`config.mk`:
```
export PLATFORM = sky130hd
export DESIGN_NAME = cfide_bus_master
export DESIGN_NICKNAME = d
export VERILOG_FILES = /design/src/rtl/cfide_pkg.sv /design/src/rtl/cfide_timing_clamp.sv /design/src/rtl/cfide_addr_map.sv /design/src/rtl/cfide_lane_mux.sv /design/src/rtl/cfide_seq.sv /design/src/rtl/cfide_bus_master.sv
export SDC_FILE = /design/constraint.sdc
export NUM_CORES = 1
export LEC_CHECK = 0
export ABC_AREA = 1
export BUFFER_PORTS_ARGS = -buffer_cell sky130_fd_sc_hd__buf_2
export CAP_MARGIN = 20
export CELL_PAD_IN_SITES_DETAIL_PLACEMENT = 0
export CELL_PAD_IN_SITES_GLOBAL_PLACEMENT = 1
export CORE_MARGIN = 4
export CORE_UTILIZATION = 38
export DETAILED_ROUTE_END_ITERATION = 8
export MAX_ROUTING_LAYER = met4
export PLACE_DENSITY_LB_ADDON = 0.1
export SYNTH_ARGS = -nofsm -noshare
export SYNTH_HDL_FRONTEND = slang
export SYNTH_SLANG_ARGS = --single-unit
```
`constraint.sdc`:
```
create_clock -name clk -period 5.5 [get_ports clk]
set_clock_uncertainty 0.15 [all_clocks]
set_input_delay 1.1 -clock clk [delete_from_list [all_inputs] [get_ports clk]]
set_output_delay 1.1 -clock clk [all_outputs]
set_load 0.01 [all_outputs]
```
`src/rtl/cfide_pkg.sv`:
```
// Package: shared state encoding and card mode codes for the True IDE
// cycle generator. Assumes the mode field is three bits wide.
package cfide_pkg;

    localparam int MODE_W = 3;

    // Upper address mode codes: main register window and alternate window
    localparam logic [MODE_W-1:0] MODE_TASKFILE = 3'b110;
    localparam logic [MODE_W-1:0] MODE_ALTSTAT  = 3'b111;

    typedef enum logic [1:0] {
        ST_IDLE   = 2'd0,
        ST_ACCESS = 2'd1,
        ST_ACK    = 2'd2,
        ST_FLOAT  = 2'd3
    } cf_state_e;

endpackage

```
`src/rtl/cfide_timing_clamp.sv`:
```
// Module: cfide_timing_clamp
// Converts raw setup/pulse/cycle counts into the effective strobe window
// and total cycle length. The pulse is forced to at least one cycle, and
// the cycle to at least setup+pulse+1, so the strobe always ends before
// chip select. Purely combinational; the inputs are assumed to be held
// stable by the caller for the whole access.
module cfide_timing_clamp #(
    parameter int CNT_W = 8,
    localparam int TW   = CNT_W + 1
) (
    input  logic [CNT_W-1:0] raw_setup,
    input  logic [CNT_W-1:0] raw_pulse,
    input  logic [CNT_W-1:0] raw_cycle,
    output logic [TW-1:0]    strb_start,
    output logic [TW-1:0]    strb_end,
    output logic [TW-1:0]    cyc_len
);

    logic [TW-1:0] pulse_eff;
    logic [TW-1:0] min_cycle;

    // Clamp the pulse and derive the strobe window and minimum cycle
    always_comb begin
        pulse_eff  = (raw_pulse == '0) ? TW'(1) : TW'(raw_pulse);
        strb_start = TW'(raw_setup);
        strb_end   = strb_start + pulse_eff;
        min_cycle  = strb_end + TW'(1);
        cyc_len    = (TW'(raw_cycle) < min_cycle) ? min_cycle : TW'(raw_cycle);
    end

endmodule

```
`src/rtl/cfide_addr_map.sv`:
```
// Module: cfide_addr_map
// Builds the external bus address from the window select and register
// index. The mode code sits in the top MODE_W bits, the register index in
// the low REG_AW bits, and everything in between is zero.
// Assumes ADDR_W > MODE_W + REG_AW.
module cfide_addr_map
    import cfide_pkg::*;
#(
    parameter int ADDR_W = 24,
    parameter int REG_AW = 3,
    localparam int GAP_W = ADDR_W - MODE_W - REG_AW
) (
    input  logic              alt_sel,
    input  logic [REG_AW-1:0] reg_idx,
    output logic [ADDR_W-1:0] bus_address
);

    logic [MODE_W-1:0] mode_code;

    // Pick the mode code and assemble the full address
    always_comb begin
        mode_code   = alt_sel ? MODE_ALTSTAT : MODE_TASKFILE;
        bus_address = {mode_code, {GAP_W{1'b0}}, reg_idx};
    end

endmodule

```
`src/rtl/cfide_lane_mux.sv`:
```
// Module: cfide_lane_mux
// Byte-lane steering for both directions. Lane 0 always passes through.
// Upper lanes pass only for a wide (data register) access and read as
// zero otherwise, which gives zero extension on reads and quiet upper
// lanes on byte writes.
module cfide_lane_mux #(
    parameter int DATA_W = 16,
    parameter int LANE_W = 8,
    localparam int NLANES = DATA_W / LANE_W
) (
    input  logic              wide,
    input  logic [DATA_W-1:0] wr_src,
    input  logic [DATA_W-1:0] rd_src,
    output logic [DATA_W-1:0] wr_lanes,
    output logic [DATA_W-1:0] rd_lanes
);

    for (genvar g = 0; g < NLANES; g++) begin : g_lane
        if (g == 0) begin : g_low
            // Low lane is used by every access width
            always_comb begin
                wr_lanes[LANE_W-1:0] = wr_src[LANE_W-1:0];
                rd_lanes[LANE_W-1:0] = rd_src[LANE_W-1:0];
            end
        end else begin : g_high
            // Upper lanes are gated by the access width
            always_comb begin
                wr_lanes[g*LANE_W +: LANE_W] = wide ? wr_src[g*LANE_W +: LANE_W] : '0;
                rd_lanes[g*LANE_W +: LANE_W] = wide ? rd_src[g*LANE_W +: LANE_W] : '0;
            end
        end
    end

endmodule

```
`src/rtl/cfide_seq.sv`:
```
// Module: cfide_seq
// Access sequencer: idle, access (chip select low, strobe window inside),
// one ack cycle, then an optional float wait after reads. The cycle
// counter freezes during the strobe while IORDY stretching is enabled and
// the card holds IORDY low. IORDY is assumed to be synchronous to clk.
module cfide_seq
    import cfide_pkg::*;
#(
    parameter int CNT_W = 8,
    localparam int TW   = CNT_W + 1
) (
    input  logic             clk,
    input  logic             rst_n,
    input  logic             start,
    input  logic             is_read,
    input  logic [TW-1:0]    strb_start,
    input  logic [TW-1:0]    strb_end,
    input  logic [TW-1:0]    cyc_len,
    input  logic [CNT_W-1:0] flt_len,
    input  logic             iordy_en,
    input  logic             iordy,
    output logic             idle,
    output logic             cs_act,
    output logic             strobe_act,
    output logic             capture,
    output logic             ack_pulse
);

    cf_state_e        state;
    logic [TW-1:0]    cnt;
    logic [CNT_W-1:0] fcnt;
    logic             stall;
    logic             last_cyc;

    // Decode phase outputs from state and counter
    always_comb begin
        idle       = (state == ST_IDLE);
        cs_act     = (state == ST_ACCESS);
        ack_pulse  = (state == ST_ACK);
        strobe_act = cs_act && (cnt >= strb_start) && (cnt < strb_end);
        stall      = strobe_act && iordy_en && !iordy;
        capture    = strobe_act && !stall && is_read && (cnt == strb_end - TW'(1));
        last_cyc   = (cnt == cyc_len - TW'(1));
    end

    // Advance the state machine and the cycle and float counters
    always_ff @(posedge clk) begin
        if (!rst_n) begin
            state <= ST_IDLE;
            cnt   <= '0;
            fcnt  <= '0;
        end else begin
            unique case (state)
                ST_IDLE: begin
                    if (start) begin
                        state <= ST_ACCESS;
                        cnt   <= '0;
                    end
                end
                ST_ACCESS: begin
                    if (!stall) begin
                        if (last_cyc) begin
                            state <= ST_ACK;
                        end else begin
                            cnt <= cnt + TW'(1);
                        end
                    end
                end
                ST_ACK: begin
                    if (is_read && (flt_len != '0)) begin
                        state <= ST_FLOAT;
                        fcnt  <= flt_len - CNT_W'(1);
                    end else begin
                        state <= ST_IDLE;
                    end
                end
                ST_FLOAT: begin
                    if (fcnt == '0) begin
                        state <= ST_IDLE;
                    end else begin
                        fcnt <= fcnt - CNT_W'(1);
                    end
                end
                default: state <= ST_IDLE;
            endcase
        end
    end

endmodule

```
`src/rtl/cfide_bus_master.sv`:
```
// Module: cfide_bus_master
// Top of the True IDE cycle generator. Accepts one host request while idle,
// latches it together with the timing configuration, and lets the
// sequencer run the bus cycle. Chip select has zero setup. Read data is
// captured into a holding register at the end of the strobe. Assumes the
// host waits for ack before expecting data and that the bus signals share clk.
module cfide_bus_master #(
    parameter int CNT_W  = 8,
    parameter int DATA_W = 16,
    parameter int LANE_W = 8,
    parameter int ADDR_W = 24,
    parameter int REG_AW = 3
) (
    input  logic              clk,
    input  logic              rst_n,
    input  logic              req_valid,
    input  logic              req_write,
    input  logic              req_wide,
    input  logic              req_alt,
    input  logic [REG_AW-1:0] req_addr,
    input  logic [DATA_W-1:0] req_wdata,
    output logic              ack,
    output logic [DATA_W-1:0] rdata,
    input  logic [CNT_W-1:0]  cfg_setup,
    input  logic [CNT_W-1:0]  cfg_pulse,
    input  logic [CNT_W-1:0]  cfg_cycle,
    input  logic [CNT_W-1:0]  cfg_float,
    input  logic              cfg_iordy_en,
    output logic              bus_cs_n,
    output logic              bus_rd_n,
    output logic              bus_wr_n,
    output logic [ADDR_W-1:0] bus_addr,
    output logic [DATA_W-1:0] bus_dq_out,
    output logic              bus_dq_oe,
    input  logic [DATA_W-1:0] bus_dq_in,
    input  logic              bus_iordy
);

    localparam int TW = CNT_W + 1;

    // Latched request and configuration
    logic              wr_q, wide_q, alt_q, iordy_en_q;
    logic [REG_AW-1:0] addr_q;
    logic [DATA_W-1:0] wdata_q;
    logic [CNT_W-1:0]  setup_q, pulse_q, cycle_q, float_q;

    logic              start, idle, cs_act, strobe_act, capture, ack_pulse;
    logic [TW-1:0]     strb_start, strb_end, cyc_len;
    logic [DATA_W-1:0] wr_lanes, rd_lanes;

    // Accept only while idle
    always_comb start = idle && req_valid;

    // Latch the request and its timing at acceptance
    always_ff @(posedge clk) begin
        if (!rst_n) begin
            wr_q       <= 1'b0;
            wide_q     <= 1'b0;
            alt_q      <= 1'b0;
            addr_q     <= '0;
            wdata_q    <= '0;
            setup_q    <= '0;
            pulse_q    <= CNT_W'(1);
            cycle_q    <= '0;
            float_q    <= '0;
            iordy_en_q <= 1'b0;
        end else if (start) begin
            wr_q       <= req_write;
            wide_q     <= req_wide;
            alt_q      <= req_alt;
            addr_q     <= req_addr;
            wdata_q    <= req_wdata;
            setup_q    <= cfg_setup;
            pulse_q    <= cfg_pulse;
            cycle_q    <= cfg_cycle;
            float_q    <= cfg_float;
            iordy_en_q <= cfg_iordy_en;
        end
    end

    cfide_timing_clamp #(.CNT_W(CNT_W)) u_clamp (
        .raw_setup  (setup_q),
        .raw_pulse  (pulse_q),
        .raw_cycle  (cycle_q),
        .strb_start (strb_start),
        .strb_end   (strb_end),
        .cyc_len    (cyc_len)
    );

    cfide_seq #(.CNT_W(CNT_W)) u_seq (
        .clk        (clk),
        .rst_n      (rst_n),
        .start      (start),
        .is_read    (!wr_q),
        .strb_start (strb_start),
        .strb_end   (strb_end),
        .cyc_len    (cyc_len),
        .flt_len    (float_q),
        .iordy_en   (iordy_en_q),
        .iordy      (bus_iordy),
        .idle       (idle),
        .cs_act     (cs_act),
        .strobe_act (strobe_act),
        .capture    (capture),
        .ack_pulse  (ack_pulse)
    );

    cfide_addr_map #(.ADDR_W(ADDR_W), .REG_AW(REG_AW)) u_amap (
        .alt_sel     (alt_q),
        .reg_idx     (addr_q),
        .bus_address (bus_addr)
    );

    cfide_lane_mux #(.DATA_W(DATA_W), .LANE_W(LANE_W)) u_lanes (
        .wide     (wide_q),
        .wr_src   (wdata_q),
        .rd_src   (bus_dq_in),
        .wr_lanes (wr_lanes),
        .rd_lanes (rd_lanes)
    );

    // Hold the captured read data until the next read completes its strobe
    always_ff @(posedge clk) begin
        if (!rst_n) begin
            rdata <= '0;
        end else if (capture) begin
            rdata <= rd_lanes;
        end
    end

    // Drive the bus controls from the sequencer phase
    always_comb begin
        bus_cs_n   = !cs_act;
        bus_rd_n   = !(strobe_act && !wr_q);
        bus_wr_n   = !(strobe_act && wr_q);
        bus_dq_oe  = cs_act && wr_q;
        bus_dq_out = wr_lanes;
        ack        = ack_pulse;
    end

endmodule

```
# Word level (Yosys, flattened, before mapping)
# Index checks and enable logic that the tools add are counted.
[word_totals]
elab_cells = 81
input_bits = 75
output_inout_bits = 61
register_bits = 90
[classes]
n_lt_le_gt_ge = 3
addsub = 7
muxes = 18
eq_ne = 12
reduce_logical = 27
[ops]
columns = ["operator", "count"]
rows = [
  ["$mux 8", 5],
  ["$mux 9", 4],
  ["$add 9x1->9 const B", 2],
  ["$eq 9x9->1", 2],
  ["$pmux 9 s2", 1],
  ["$sub 9x1->9 const B", 2],
  ["$logic_not 8->1", 2],
  ["$pmux 8 s2", 1],
  ["$sub 8x1->8 const B", 2],
  ["$logic_and 1x1->1", 12],
  ["$mux 2", 5],
  ["$add 8x9->9", 1],
  ["$ge 9x8->1", 1],
  ["$lt 8x9->1", 1],
  ["$lt 9x9->1", 1],
  ["$ne 2x2->1 const B", 4],
  ["$pmux 2 s4", 1],
  ["$reduce_and 4->1", 2],
  ["$reduce_bool 8->1", 1],
  ["$logic_not 1->1", 6],
  ["$ne 2x1->1 const B", 3],
  ["$eq 2x2->1 const B", 2],
  ["$reduce_bool 2->1", 2],
  ["$reduce_and 3->1", 1],
  ["3 further kinds", 3],
]

# Longest topological paths before layout
# Gate-level depths: netlist of run 1.
[depth]
word_depth = 11
mapped_depth = 38

# By module
# From an unflattened synthesis of run 1, not the netlist that was laid out.
[unflattened]
cells_unflattened = 1068
hier_area_um2 = 6645.1
[by_module_without_submodules]
columns = ["module", "cells_per_inst", "area_per_inst_um2", "instances"]
rows = [
  ["cfide_bus_master", 422, 2841.5, 1],
  ["cfide_seq", 393, 2292.2, 1],
  ["cfide_timing_clamp", 177, 1039.7, 1],
  ["cfide_lane_mux", 50, 284.0, 1],
  ["cfide_addr_map", 26, 187.7, 1],
]

# Worst setup path after synthesis of run 1
# No wires, ideal clock.
[synth_path]
path_type = "reg-to-reg"
start = "reg pulse_q[1]"
end = "reg u_seq.cnt[1]"
setup_time_ns = 0.112
t_arrival_ns = 4.282
slack_ns = 0.956
path_stages_with_launch = 33
required_ns = 5.238
cell_sequence = "dfxtp_1 > nor4_1 > a21o_1 > ha_1 > fa_1 > ha_1 > xor2_1 > ha_1 > a21oi_1 > nand2_1 > nand2_1 > nand2_1 > nand2_1 > nand2_1 > nand2_1 > nand2_1 > nand2_1 > nand2_1 > nand2_4 > nand2_1 > nand2_2 > ha_1 > nand2_4 > nor2_8 > nand3_1 > nand3_1 > nand2_1 > nor2_2 > nand3_4 > nand2_4 > inv_2 > nor2_1 > nor2_1"
[synth_between]
elab_chain_cells = 10
[synth_lines]
columns = ["element", "line", "rtl"]
rows = [
  ["start, declared", "cfide_bus_master.sv:45", "logic [CNT_W-1:0] setup_q, pulse_q, cycle_q, float_q;"],
  ["start signal, assigned", "cfide_bus_master.sv:74", "pulse_q <= cfg_pulse;"],
  ["$logic_not 8->1", "cfide_timing_clamp.sv:24", "pulse_eff = (raw_pulse == '0) ? TW'(1) : TW'(raw_pulse);"],
  ["$mux 8 *", "cfide_timing_clamp.sv:24", ""],
  ["$add 8x9->9 *", "cfide_timing_clamp.sv:26", "strb_end = strb_start + pulse_eff;"],
  ["$add 9x1->9", "cfide_timing_clamp.sv:27", "min_cycle = strb_end + TW'(1);"],
  ["$lt 8x9->1", "cfide_timing_clamp.sv:28", "cyc_len = (TW'(raw_cycle) < min_cycle) ? min_cycle : TW'(raw_cycle);"],
  ["$mux 9", "cfide_timing_clamp.sv:28", ""],
  ["$sub 9x1->9", "cfide_seq.sv:43", "last_cyc = (cnt == cyc_len - TW'(1));"],
  ["$eq 9x9->1", "cfide_seq.sv:43", ""],
  ["$ne 2x2->1 (no source line)", "--", ""],
  ["$reduce_and 4->1 (no source line) *", "--", ""],
  ["end signal, assigned", "cfide_seq.sv:65", "cnt <= cnt + TW'(1);"],
  ["end, declared", "cfide_seq.sv:30", "logic [TW-1:0] cnt;"],
]
# Every way passes the cells marked *; elsewhere a longest branch is shown, timed or not.
# A chain may end at the register's enable or synchronous reset.

# Worst setup path in the final report of run 1
[layout_path]
start = "reg pulse_q[1]"
end = "out bus_rd_n"
[layout_between]
elab_chain_cells = 7
[layout_lines]
columns = ["element", "line", "rtl"]
rows = [
  ["$logic_not 8->1", "cfide_timing_clamp.sv:24", ""],
  ["$mux 8 *", "cfide_timing_clamp.sv:24", ""],
  ["$add 8x9->9 *", "cfide_timing_clamp.sv:26", ""],
  ["$lt 9x9->1 *", "cfide_seq.sv:40", "strobe_act = cs_act && (cnt >= strb_start) && (cnt < strb_end);"],
  ["$logic_and 1x1->1 *", "cfide_seq.sv:40", ""],
  ["$logic_and 1x1->1 *", "cfide_bus_master.sv:134", "bus_rd_n = !(strobe_act && !wr_q);"],
  ["$logic_not 1->1 *", "cfide_bus_master.sv:134", ""],
  ["end, declared", "cfide_bus_master.sv:30", "output logic bus_rd_n,"],
]
# Marks and branches as above.

==> summary.md, run 1 <==
| Metric | Value |
|---|---|
| Worst-margin pin slew | 0.746 ns |
| Post-Syn Instances | approximately 840 |
| Count of endpoints failing hold in the final timing report | 0 |
| Cell types occupying the most area after synthesis | dfxtp_1, nand2_1, ha_1, nor2_1, inv_1 |
| Die Area | 17200 sq um |
| Leakage power total | between 0.003 and 0.004 uW |
| Most frequent cell on the critical path | nand3_1 |
| Tmin final | 4.96 ns |
| Area growth from synthesis to final layout | 15.2% |
| Syn_area_per_cell | 6.87 sq um |
| Relative max-transition margin | 0.501 |
| Source-to-sink clock delay at the later pin of the worst-skew pair | about 0.35 ns |
| HP Class | reg2reg |
| Total power per unit cell area | about 350 nW/um^2 |
| Worst hold path startpoint | rdata[5]$_SDFFE_PN0P_ |
| FF/Latch Area | roughly 1800 sq um |
| Number of remaining DRC errors | 0 |
| Slowest-stage cell, CP | fa_1 |
| Clock root cell | clkbuf_16 |
| Area share of the leading cell type in the synthesized netlist | 0.312 |
| Maximum clock insertion buffer count | 2 |
| TNS Setup | 0 ns |
| Worst ir drop on vdd | 0.159 mV |
| Number of antenna repair diodes | 0 |
| Share of post-route cells with drive strength above 1 | 0.188 |
| R2R Setup Slk | 0.55 ns |
| Netlist Area Pre-Place | about 5800 sq um |
| TritonCTS clock tree | built |
| Flip-flop and latch count after synthesis | 90 |
| Number of synthesized flops with an enable pin | 0 |
| Total via count in the routed design | 5459 |
| Nets | between 1000 and 1500 |
| Htree depth | 3 |
| Result of the run | complete, no violations |
| Met2 wire len | approximately 7600 um |
| Setup repair after global routing missed its margin | false |
| Data required time at the worst endpoint | roughly 4.3 ns |
| Total number of yosys warnings | 0 |
| Crit-path max cell delay | ~0.44 ns |
| Rows | 44 |
| Critical path startpoint category | flop |
| Count of final max-slew check failures | 0 |
| Sequence of cells on the critical path | nor4_2 -> a21o_1 -> ha_1 -> fa_1 -> nand3_1 -> nand3_1 -> nand2_1 -> nand3_1 -> nand2_1 -> inv_1 -> ha_1 -> inv_1 -> nor2_1 -> a221oi_1 -> nand3_1 -> nor2_1 -> inv_1 -> buf_2 |
| Area taken by multi-input logic gates | about 3300 sq um |
| Number of buffers and inverters on the critical path | 4 |
| Post-synth top flop | dfxtp_1 |
| Avg WL per Cell | between 10 and 15 um |
| Number of buffers added to fix hold violations after cts | 0 |
| Core area | 14700 sq um |
| Fraction of the yosys area taken by sequential cells | 0.312 |
| Commonest cells in the synthesized netlist | nand2_1, nor2_1, inv_1 |
| Total Routed Length | between 15000 and 20000 um |
| Vias in the first global route | ~5500 |
| Unique masters post-synth | 44 |
| Detailed placer's ending HPWL | 11900 um |
| Cell type with the largest total area after synthesis | dfxtp_1 |
| # Post-CTS Setup Buffers | 0 |
| Number of routed nets with antenna violations | 0 |
| Pre-antenna DRT Iters | 4 |
| Terminus of the critical flop-to-flop path | u_seq.cnt[1]$_SDFFE_PN0P_ |
| Leftover overflow at the end of global routing | 0 |
| Highest fanout seen on the critical path | 5 |
| Hold slack | 0.293 ns |
| Largest delay contributor family on the critical path | simple AND/OR/NAND/NOR gates |
| Number of setup violations in the final report | 0 |
| Uppermost metal layer occupied by signal nets | met4 |
| Crit path DAT | 3.71 ns |
| Wire length of the first global-routing pass | 26300 um |
| Antenna violations before repair | 0 |
| Sum of met3 wire segment lengths after detailed routing | 628 um |
| Drt via density | 4.89 |
| R2R cell count | 36 |
| Io pins | 136 |
| Routed length on met1 | a little over 7000 um |
| Share of the clock period used by the worst path after layout | 0.902 |
| Pin count of the biggest net entering global routing | 74 |
| Category of the worst setup path capture point | output port |
| Num CTS Buffers | 9 |
| Height of the die | 131 um |
| Fmax | 0.202 GHz |
| Sink count of the clock tree | 90 |
| Proportion of synthesized flip-flops having asynchronous set or reset | 0 |
| Die width | 131 um |
| Kind of critical path | reg2out |
| WHS Endpoint | rdata[5]$_SDFFE_PN0P_ |
| Max capacitance violation total | 0 |
| GPL Wtd Cong | around 0.9 |
| Hold path cells | 2 |
| I/O Buffers | 115 |
| Drt initial violations | ~240 |
| Most common cell in the netlist | nand2_1 |
| Filler cell count in the final layout | 1541 |
| Reg-to-reg startpoint | pulse_q[1]$_SDFFE_PN0P_ |
| Starting utilization of the core area | 0.393 |
| Global router's overall resource usage | 0.187 |
| Clock-pin slew of the registers on the worst-case setup and hold paths | 0.07 ns |
==> cell families after synthesis <==
family / Yosys count / synth area share
multiplexers: 1 / 0.00173
other: 2 / 0.00130
buffers and inverters: 178 / 0.135
adder cells (fa/ha/maj): 38 / 0.0835
AND/OR/NAND/NOR: 348 / 0.276
XOR/XNOR: 27 / 0.0422
flip-flops: 90 / 0.312
AO/OA/AOI/OAI: 158 / 0.148
==> where the power goes <==
part | total (uW) | internal, uW | leakage, uW | switching, uW
Sequential | 760 | 711 | 0.000739 | 48.8
Combinational | 979 | 347 | 0.00249 | 633
Clock | 598 | 322 | 0.000133 | 277
==> flip-flops by register name (all words and copies together), names as in the netlist <==
signal       count
iordy_en_q       1
float_q          8
pulse_q          8
addr_q           3
u_seq.state      2
cycle_q          8
u_seq.cnt        9
u_seq.fcnt       8
wr_q             1
wide_q           1
rdata           16
alt_q            1
wdata_q         16
setup_q          8
==> cell usage in the layout, fill, tap and decap left out, types with 5 or more instances in the layout <==
| master | Yosys | routed |
|---|---|---|
| a211oi_1 | 9 | 9 |
| a21oi_1 | 58 | 58 |
| buf_2 | 2 | 115 |
| clkbuf_16 | 0 | 9 |
| conb_1 | 2 | 20 |
| dfxtp_1 | 90 | 90 |
| ha_1 | 37 | 37 |
| inv_1 | 111 | 111 |
| inv_2 | 5 | 5 |
| nand2_1 | 126 | 125 |
| nand2_2 | 11 | 11 |
| nand2_4 | 7 | 8 |
| nand3_1 | 57 | 57 |
| nand3b_1 | 6 | 6 |
| nand4_1 | 7 | 7 |
| nor2_1 | 112 | 111 |
| nor2_2 | 5 | 6 |
| o21ai_0 | 76 | 76 |
| xnor2_1 | 6 | 6 |
| xor2_1 | 20 | 19 |
==> how the worst max path moves through the flow <==
stage	start	end	slack, ns	cells after the start
2_1_floorplan	pulse_q[1]$_SDFFE_PN0P_	u_seq.cnt[1]$_SDFFE_PN0P_	0.96	32
3_3_place_gp	pulse_q[1]$_SDFFE_PN0P_	u_seq.cnt[1]$_SDFFE_PN0P_	0.56	32
3_5_place_dp	pulse_q[1]$_SDFFE_PN0P_	u_seq.cnt[1]$_SDFFE_PN0P_	0.38	32
4_1_cts	pulse_q[1]$_SDFFE_PN0P_	u_seq.cnt[1]$_SDFFE_PN0P_	0.37	32
5_1_grt	pulse_q[1]$_SDFFE_PN0P_	u_seq.cnt[6]$_SDFFE_PN0P_	0.02	35
6_report	pulse_q[1]$_SDFFE_PN0P_	bus_rd_n	0.54	18
==> what timing repair did <==
action / CTS / global route
gates resized for setup: 0 / 5
hold endpoints to repair: 0 / 0
setup endpoints to repair: 0 / 10
==> metrics by stage <==
stage	util	area (sq um)	worst slack (ns)	total power, uW	instances
global placement	0.431	6330	0.564	1720	1100
CTS	0.450	6620	0.365	2350	1116
detailed placement	0.431	6330	0.383	1740	1100
global route	0.453	6660	0.0170	2550	1117
finish	0.453	6660	0.539	2340	1117
floorplan	-	5850	0.956	1540	860
==> routing by layer <==
layer	track usage	up-vias
met2	0.327	118
met5	-	-
met1	0.222	2489
met4	0.0496	0
li1	-	2831
met3	0.0329	21
==> layout make-up <==
| class | count | share of cell area |
|---|---|---|
| clock buffer | 11 | 0.0364 |
| clock inverter | 5 | 0.00563 |
| inverter | 116 | 0.0654 |
| multi-input combinational | 592 | 0.495 |
| sequential | 90 | 0.270 |
| tap | 184 | 0.0346 |
| timing repair buffer | 119 | 0.0928 |
==> worst min-delay path: stages, from the launching register on <==
cell     delay, ns
dfxtp_1       0.31
inv_1         0.04
a21oi_1       0.05
(Power assumes the default switching activity.)
==> inputs of run 2 (changes only) <==
--- a/config.mk
+++ b/config.mk
@@ -13,8 +13,9 @@
 export CORE_MARGIN = 4
 export CORE_UTILIZATION = 38
 export DETAILED_ROUTE_END_ITERATION = 8
+export GPL_TIMING_DRIVEN = 0
 export MAX_ROUTING_LAYER = met4
-export PLACE_DENSITY_LB_ADDON = 0.1
+export PLACE_DENSITY = 0.85
 export SYNTH_ARGS = -nofsm -noshare
 export SYNTH_HDL_FRONTEND = slang
 export SYNTH_SLANG_ARGS = --single-unit
==> run 2 against run 1 <==
Effect of this change:
- clock power grew 11%
- critical path depth increased by 12
- combinational power about the same
- count of clock-buffer cells in the layout fell by 2
- final area up 5.1%
- total power rose by 4.0%
- largest cell class unchanged
==> summary.md, run 2 (same netlist as run 1, synthesis figures left out) <==
| Metric | Value |
|---|---|
| Antenna violations before repair | 1 (+1) |
| TNS Setup | 0 ns (unchanged) |
| Sink count of the clock tree | 90 (unchanged) |
| Leading cell type in the layout, fill and taps excluded | nand2_1 |
| Leakage power total | 0.00356 uW (+5.9%) |
| Share of post-route cells with drive strength above 1 | 0.204 (+0.0163) |
| Pin count of the biggest net entering global routing | 19 (-74%) |
| GPL Wtd Cong | 0.898 (+1.9%) |
| Wire length of the first global-routing pass | 27000 um (+2.8%) |
| Pre-antenna DRT Iters | 5 (+1) |
| Fmax | 0.197 GHz (-2.3%) |
| Drt initial violations | 315 (+34%) |
| Count of final max-slew check failures | 0 (unchanged) |
| Starting utilization of the core area | 0.393 (unchanged) |
| Total instance count after detailed placement | 1159 (+5.4%) |
| Number of routed nets with antenna violations | 0 (unchanged) |
| Total power per unit cell area | 347 nW/um^2 (-1.0%) |
| Number of remaining DRC errors | 0 (unchanged) |
| Filler cell count in the final layout | 1571 (+1.9%) |
| Most frequent cell on the critical path | nand2_1 |
| Vias in the first global route | 5421 (-1.3%) |
| Largest delay contributor family on the critical path | simple AND/OR/NAND/NOR gates |
| Highest fanout seen on the critical path | 10 (+5) |
| Area growth from synthesis to final layout | 21.1% |
| Max capacitance violation total | 0 (unchanged) |
| Core area | 14700 sq um (unchanged) |
| Total Routed Length | 16200 um (+4.4%) |
| Tmin final | 5.08 ns (+0.119 ns) |
| Setup repair after global routing missed its margin | false |
| Data required time at the worst endpoint | 5.63 ns (+1.38 ns) |
| Regs by FF count | rdata (16), wdata_q (16), u_seq.cnt (9) |
| Die width | 131 um (unchanged) |
| Rows | 44 (unchanged) |
| Most frequent cells in the layout | nand2_1, buf_2, nor2_1 |
| Relative max-transition margin | 0.478 (-0.0235) |
| Crit-path max cell delay | 0.44 ns (about the same) |
| Die Area | 17200 sq um (unchanged) |
| Detailed placer's ending HPWL | 12700 um (+6.9%) |
| Slowest-stage cell, CP | fa_1 |
| Clock root cell | clkbuf_16 |
| HP Class | reg2reg |
| Worst-margin pin slew | 0.781 ns (+0.0351 ns) |
| Leftover overflow at the end of global routing | 0 (unchanged) |
| Drt via density | 4.78 (-2.2%) |
| Worst ir drop on vdd | 0.198 mV (+25%) |
| Number of setup violations in the final report | 0 (unchanged) |
| Height of the die | 131 um (unchanged) |
| I/O Buffers | 115 (unchanged) |
| Nets | 1099 (+5.6%) |
| Avg WL per Cell | 13.8 um (-0.82%) |
| Kind of critical path | reg2reg |
| Crit path DAT | 5.21 ns (+1.50 ns) |
| Number of buffers and inverters on the critical path | 0 (-4) |
| Source-to-sink clock delay at the later pin of the worst-skew pair | 0.36 ns (about the same) |
| Io pins | 136 (unchanged) |
| Final std cells w/o fill | 1176 (+5.3%) |
| Count of endpoints failing hold in the final timing report | 0 (unchanged) |
| Hold slack | 0.292 ns (-0.00137 ns) |
| Critical path startpoint category | flop |
| Number of buffers added to fix hold violations after cts | 0 (unchanged) |
| Clock-pin slew of the registers on the worst-case setup and hold paths | 0.08 ns (about the same) |
| Htree depth | 3 (unchanged) |
| Share of the clock period used by the worst path after layout | 0.924 (+0.0216) |
| Maximum clock insertion buffer count | 2 (unchanged) |
| Total via count in the routed design | 5619 (+2.9%) |
| TritonCTS clock tree | built |
| Num CTS Buffers | 9 (unchanged) |
| Category of the worst setup path capture point | flop |
| Global router's overall resource usage | 0.195 (+0.00861) |
| Result of the run | complete, no violations |
## run 2: per-layer routing
| metal | vias to the layer above | wire [um] | part of all wire | track usage |
|---|---|---|---|---|
| met3 | 17 | 853 | 0.053 | 0.0417 |
| met2 | 137 | 7550 | 0.47 | 0.320 |
| li1 | 2952 | - | - | - |
| met4 | 0 | 215 | 0.013 | 0.0420 |
| met5 | - | 0 | 0 | - |
| met1 | 2513 | 7590 | 0.47 | 0.250 |
## run 2: cell type report
type	count	area, sq um	share of cell area
Antenna cell	1	2.50	0.000358
Buffer	62	344	0.0492
Clock buffer	9	225	0.0322
Clock inverter	7	87.6	0.0125
Inverter	116	435	0.0622
Multi-Input combinational cell	592	3300	0.471
Sequential cell	90	1800	0.257
Tap cell	184	230	0.0329
Timing Repair Buffer	115	576	0.0822
## run 2: path summary, 6_finish.rpt
| kind | from | end | slack, ns | cells after the start |
|---|---|---|---|---|
| max | pulse_q[2]$_SDFFE_PN0P_ | u_seq.cnt[2]$_SDFFE_PN0P_ | 0.42 | 30 |
| min | rdata[0]$_SDFFE_PN0P_ | rdata[0]$_SDFFE_PN0P_ | 0.29 | 2 |
| max reg2reg | pulse_q[2]$_SDFFE_PN0P_ | u_seq.cnt[2]$_SDFFE_PN0P_ | 0.42 | 30 |
| min reg2reg | rdata[0]$_SDFFE_PN0P_ | rdata[0]$_SDFFE_PN0P_ | 0.29 | 2 |
## run 2: worst register-to-register path: cells and delay by family, from the launching register on
family | cells | cell delay [ns]
compound gates | 2 | 0.32
simple gates | 22 | 2.43
fa+ha+maj | 4 | 1.19
xor+xnor | 2 | 0.52
flops | 1 | 0.41
## run 2: metrics by stage
step	util	total power (uW)	cell area (sq um)	setup WS [ns]
detailed placement	0.453	1760	6650	0.151
floorplan	-	1540	5850	0.956
global placement	0.453	1760	6650	0.148
finish	0.476	2430	7000	0.420
CTS	0.474	2440	6970	0.123
global route	0.476	2620	7000	0.00953
## run 2: timing repair
action                                  4_1_cts  5_1_grt
setup buffers                                 0        0
resized for setup                             0        6
endpoints found under the setup margin        0       11
## run 2: power breakdown
part	internal [uW]	total (uW)	switching (uW)	leakage (uW)
logic	367	1010	642	0.00267
registers	711	755	43.7	0.000739
clock network	366	666	301	0.000155
==> inputs of run 3 (changes only) <==
--- a/config.mk
+++ b/config.mk
@@ -6,16 +6,16 @@
 export NUM_CORES = 1
 export LEC_CHECK = 0
 export ABC_AREA = 1
-export BUFFER_PORTS_ARGS = -buffer_cell sky130_fd_sc_hd__buf_2
 export CAP_MARGIN = 20
 export CELL_PAD_IN_SITES_DETAIL_PLACEMENT = 0
 export CELL_PAD_IN_SITES_GLOBAL_PLACEMENT = 1
 export CORE_MARGIN = 4
-export CORE_UTILIZATION = 38
+export CORE_UTILIZATION = 40
 export DETAILED_ROUTE_END_ITERATION = 8
+export DONT_BUFFER_PORTS = 1
 export GPL_TIMING_DRIVEN = 0
 export MAX_ROUTING_LAYER = met4
-export PLACE_DENSITY = 0.85
+export PLACE_DENSITY = 0.77
 export SYNTH_ARGS = -nofsm -noshare
 export SYNTH_HDL_FRONTEND = slang
 export SYNTH_SLANG_ARGS = --single-unit
==> run 3 against run 2 <==
Effect of this change:
- wire length down 0.15%
- maximum frequency rose by 1.1%
- non-clock buffer count fell by 112
- critical path type unchanged
- highest routed layer unchanged
- first-iteration DRC count fell by 10%
- clock power is 5.0% lower
==> summary.md, run 3 (same netlist as run 1, synthesis figures left out) <==
| Metric | Value |
|---|---|
| Io pins | 136 (unchanged) |
| Leftover overflow at the end of global routing | 0 (unchanged) |
| Crit path DAT | 5.08 ns (-0.13 ns) |
| Wire length of the first global-routing pass | 26500 um (-2.0%) |
| Uppermost metal layer occupied by signal nets | met4 |
| Clock root cell | clkbuf_16 |
| I/O Buffers | 0 (-100%) |
| Met2 wire len | 7700 um (+2.0%) |
| Slowest-stage cell, CP | fa_2 |
| Filler cell count in the final layout | 1453 (-7.5%) |
| R2R Setup Slk | 0.47 ns (+0.05 ns) |
| Number of antenna repair diodes | 0 (-1) |
| Clock-pin slew of the registers on the worst-case setup and hold paths | 0.07 ns (about the same) |
| Number of remaining DRC errors | 0 (unchanged) |
| Starting utilization of the core area | 0.412 (+0.0184) |
| Leading cell type in the layout, fill and taps excluded | nand2_1 |
| Source-to-sink clock delay at the later pin of the worst-skew pair | 0.34 ns (-0.02 ns) |
| Number of buffers added to fix hold violations after cts | 0 (unchanged) |
| Count of endpoints failing hold in the final timing report | 0 (unchanged) |
| Relative max-transition margin | 0.476 (-0.00144) |
| Total power after layout | 2380 uW (-1.9%) |
| Total power per unit cell area | 371 nW/um^2 (+6.7%) |
| Worst ir drop on vdd | 0.159 mV (-20%) |
| Die Area | 16400 sq um (-4.7%) |
| Antenna violations before repair | 0 (-1) |
| Post-placement worst setup slack | 0.136 ns (-0.0155 ns) |
| Area growth from synthesis to final layout | 11.3% |
| Worst-margin pin slew | 0.783 ns (+0.00216 ns) |
| Pre-antenna DRT Iters | 5 (unchanged) |
| Drt via density | 5.07 (+6.2%) |
| Total via count in the routed design | 5368 (-4.5%) |
| Highest fanout seen on the critical path | 9 (-1) |
| Avg WL per Cell | 15.3 um (+11%) |
| Hold slack | 0.333 ns (+0.0407 ns) |
| Max capacitance violation total | 0 (unchanged) |
| Num CTS Buffers | 9 (unchanged) |
| Critical path startpoint category | flop |
| Post-route setup slack | 0.473 ns (+0.0529 ns) |
| Kind of critical path | reg2reg |
| Core area | 14000 sq um (-4.5%) |
| Most frequent cells in the layout | nand2_1, nor2_1, inv_1 |
| Share of post-route cells with drive strength above 1 | 0.104 (-0.100) |
| Global router's overall resource usage | 0.207 (+0.0118) |
| Data required time at the worst endpoint | 5.56 ns (-0.07 ns) |
| Maximum clock insertion buffer count | 2 (unchanged) |
| Pin count of the biggest net entering global routing | 16 (-3) |
| Nets | 987 (-10%) |
| Area taken by multi-input logic gates | 3310 sq um (+0.30%) |
| Number of routed nets with antenna violations | 0 (unchanged) |
| TNS Setup | 0 ns (unchanged) |
| Detailed placer's ending HPWL | 12900 um (+1.8%) |
| Htree depth | 3 (unchanged) |
| Regs by FF count | rdata (16), wdata_q (16), u_seq.cnt (9) |
| Rows | 43 (-2.3%) |
| Fmax | 0.199 GHz (+1.1%) |
| Routed length on met1 | 7390 um (-2.6%) |
| TritonCTS clock tree | built |
| Worst hold path startpoint | float_q[0]$_SDFFE_PN0P_ |
| Number of setup violations in the final report | 0 (unchanged) |
| Category of the worst setup path capture point | flop |
| Count of final max-slew check failures | 0 (unchanged) |
| Die width | 128 um (-2.4%) |
| GPL Wtd Cong | 0.887 (-1.3%) |
| Post-route core utilization | 0.458 (-0.0179) |
| Start point of the critical path | pulse_q[4]$_SDFFE_PN0P_ |
| Height of the die | 128 um (-2.4%) |
| Sum of met3 wire segment lengths after detailed routing | 743 um (-13%) |
| Share of the clock period used by the worst path after layout | 0.914 (-0.00961) |
| Sink count of the clock tree | 90 (unchanged) |
| HP Class | reg2reg |
| Total Routed Length | 16200 um (-0.15%) |
| Result of the run | complete, no violations |
| Leakage power total | 0.00306 uW (-14%) |
| FF/Latch Area | 1800 sq um (unchanged) |
| Drt initial violations | 283 (-10%) |
| Reg-to-reg startpoint | pulse_q[4]$_SDFFE_PN0P_ |
| Vias in the first global route | 5365 (-1.0%) |
| Tmin final | 5.03 ns (-0.0529 ns) |
| Crit-path max cell delay | 0.47 ns (+0.03 ns) |
| Most frequent cell on the critical path | nand2_1 |
-- run 3: cell count changes in the layout (fill, tap and decap cells not counted), sizes merged --
cell | before | now
buf | 147 | 35
clkbuf | 39 | 40
clkinv | 0 | 1
inv | 122 | 118
diode | 1 | 0
clkinvlp | 0 | 1
-- run 3: metrics by stage --
| stage | cell area (sq um) | std cells |
|---|---|---|
| after floorplan | 5850 | 860 |
| after global placement | 6070 | 1040 |
| after detailed placement | 6070 | 1040 |
| after CTS | 6370 | 1055 |
| after global routing | 6430 | 1058 |
| final | 6430 | 1058 |
-- run 3: area by class of cell --
class / instances / share of cell area
Multi-Input combinational cell: 592 / 0.514
Sequential cell: 90 / 0.280
Inverter: 116 / 0.0677
Buffer: 62 / 0.0535
Clock buffer: 10 / 0.0371
Tap cell: 180 / 0.0350
Clock inverter: 5 / 0.00933
Timing Repair Buffer: 3 / 0.00350
-- run 3: metal layers --
metal / vias to the layer above / GRT usage
li1: 2741 / -
met1: 2478 / 0.258
met2: 123 / 0.339
met3: 26 / 0.0400
met4: 0 / 0.0662
met5: - / -
-- run 3: worst max-delay path: cells and delay by family (launching register included) --
kind                       cells  cell delay, ns
and+or+nand+nor               22            2.13
adders and majority gates      5            1.59
DFF                            1            0.34
buffers and inverters          3            0.29
AOI/OAI and AO/OA              2            0.25
xor gates and xnor gates       1            0.13
-- run 3: path summary, 6_finish.rpt --
kind	cells past startpoint	endpoint
max	33	u_seq.cnt[2]$_SDFFE_PN0P_
min	2	float_q[0]$_SDFFE_PN0P_
max reg2reg	33	u_seq.cnt[2]$_SDFFE_PN0P_
min reg2reg	2	float_q[0]$_SDFFE_PN0P_
-- run 3: power breakdown --
group	leakage, uW	switching [uW]	internal [uW]
clock network	0.000145	269	365
registers	0.000739	48.0	711
logic	0.00218	647	345
-- run 3: what timing repair did --
action / 4_1_cts / 5_1_grt
setup endpoints to repair: 0 / 11
resized for setup: 0 / 9
buffers inserted: 0 / 3
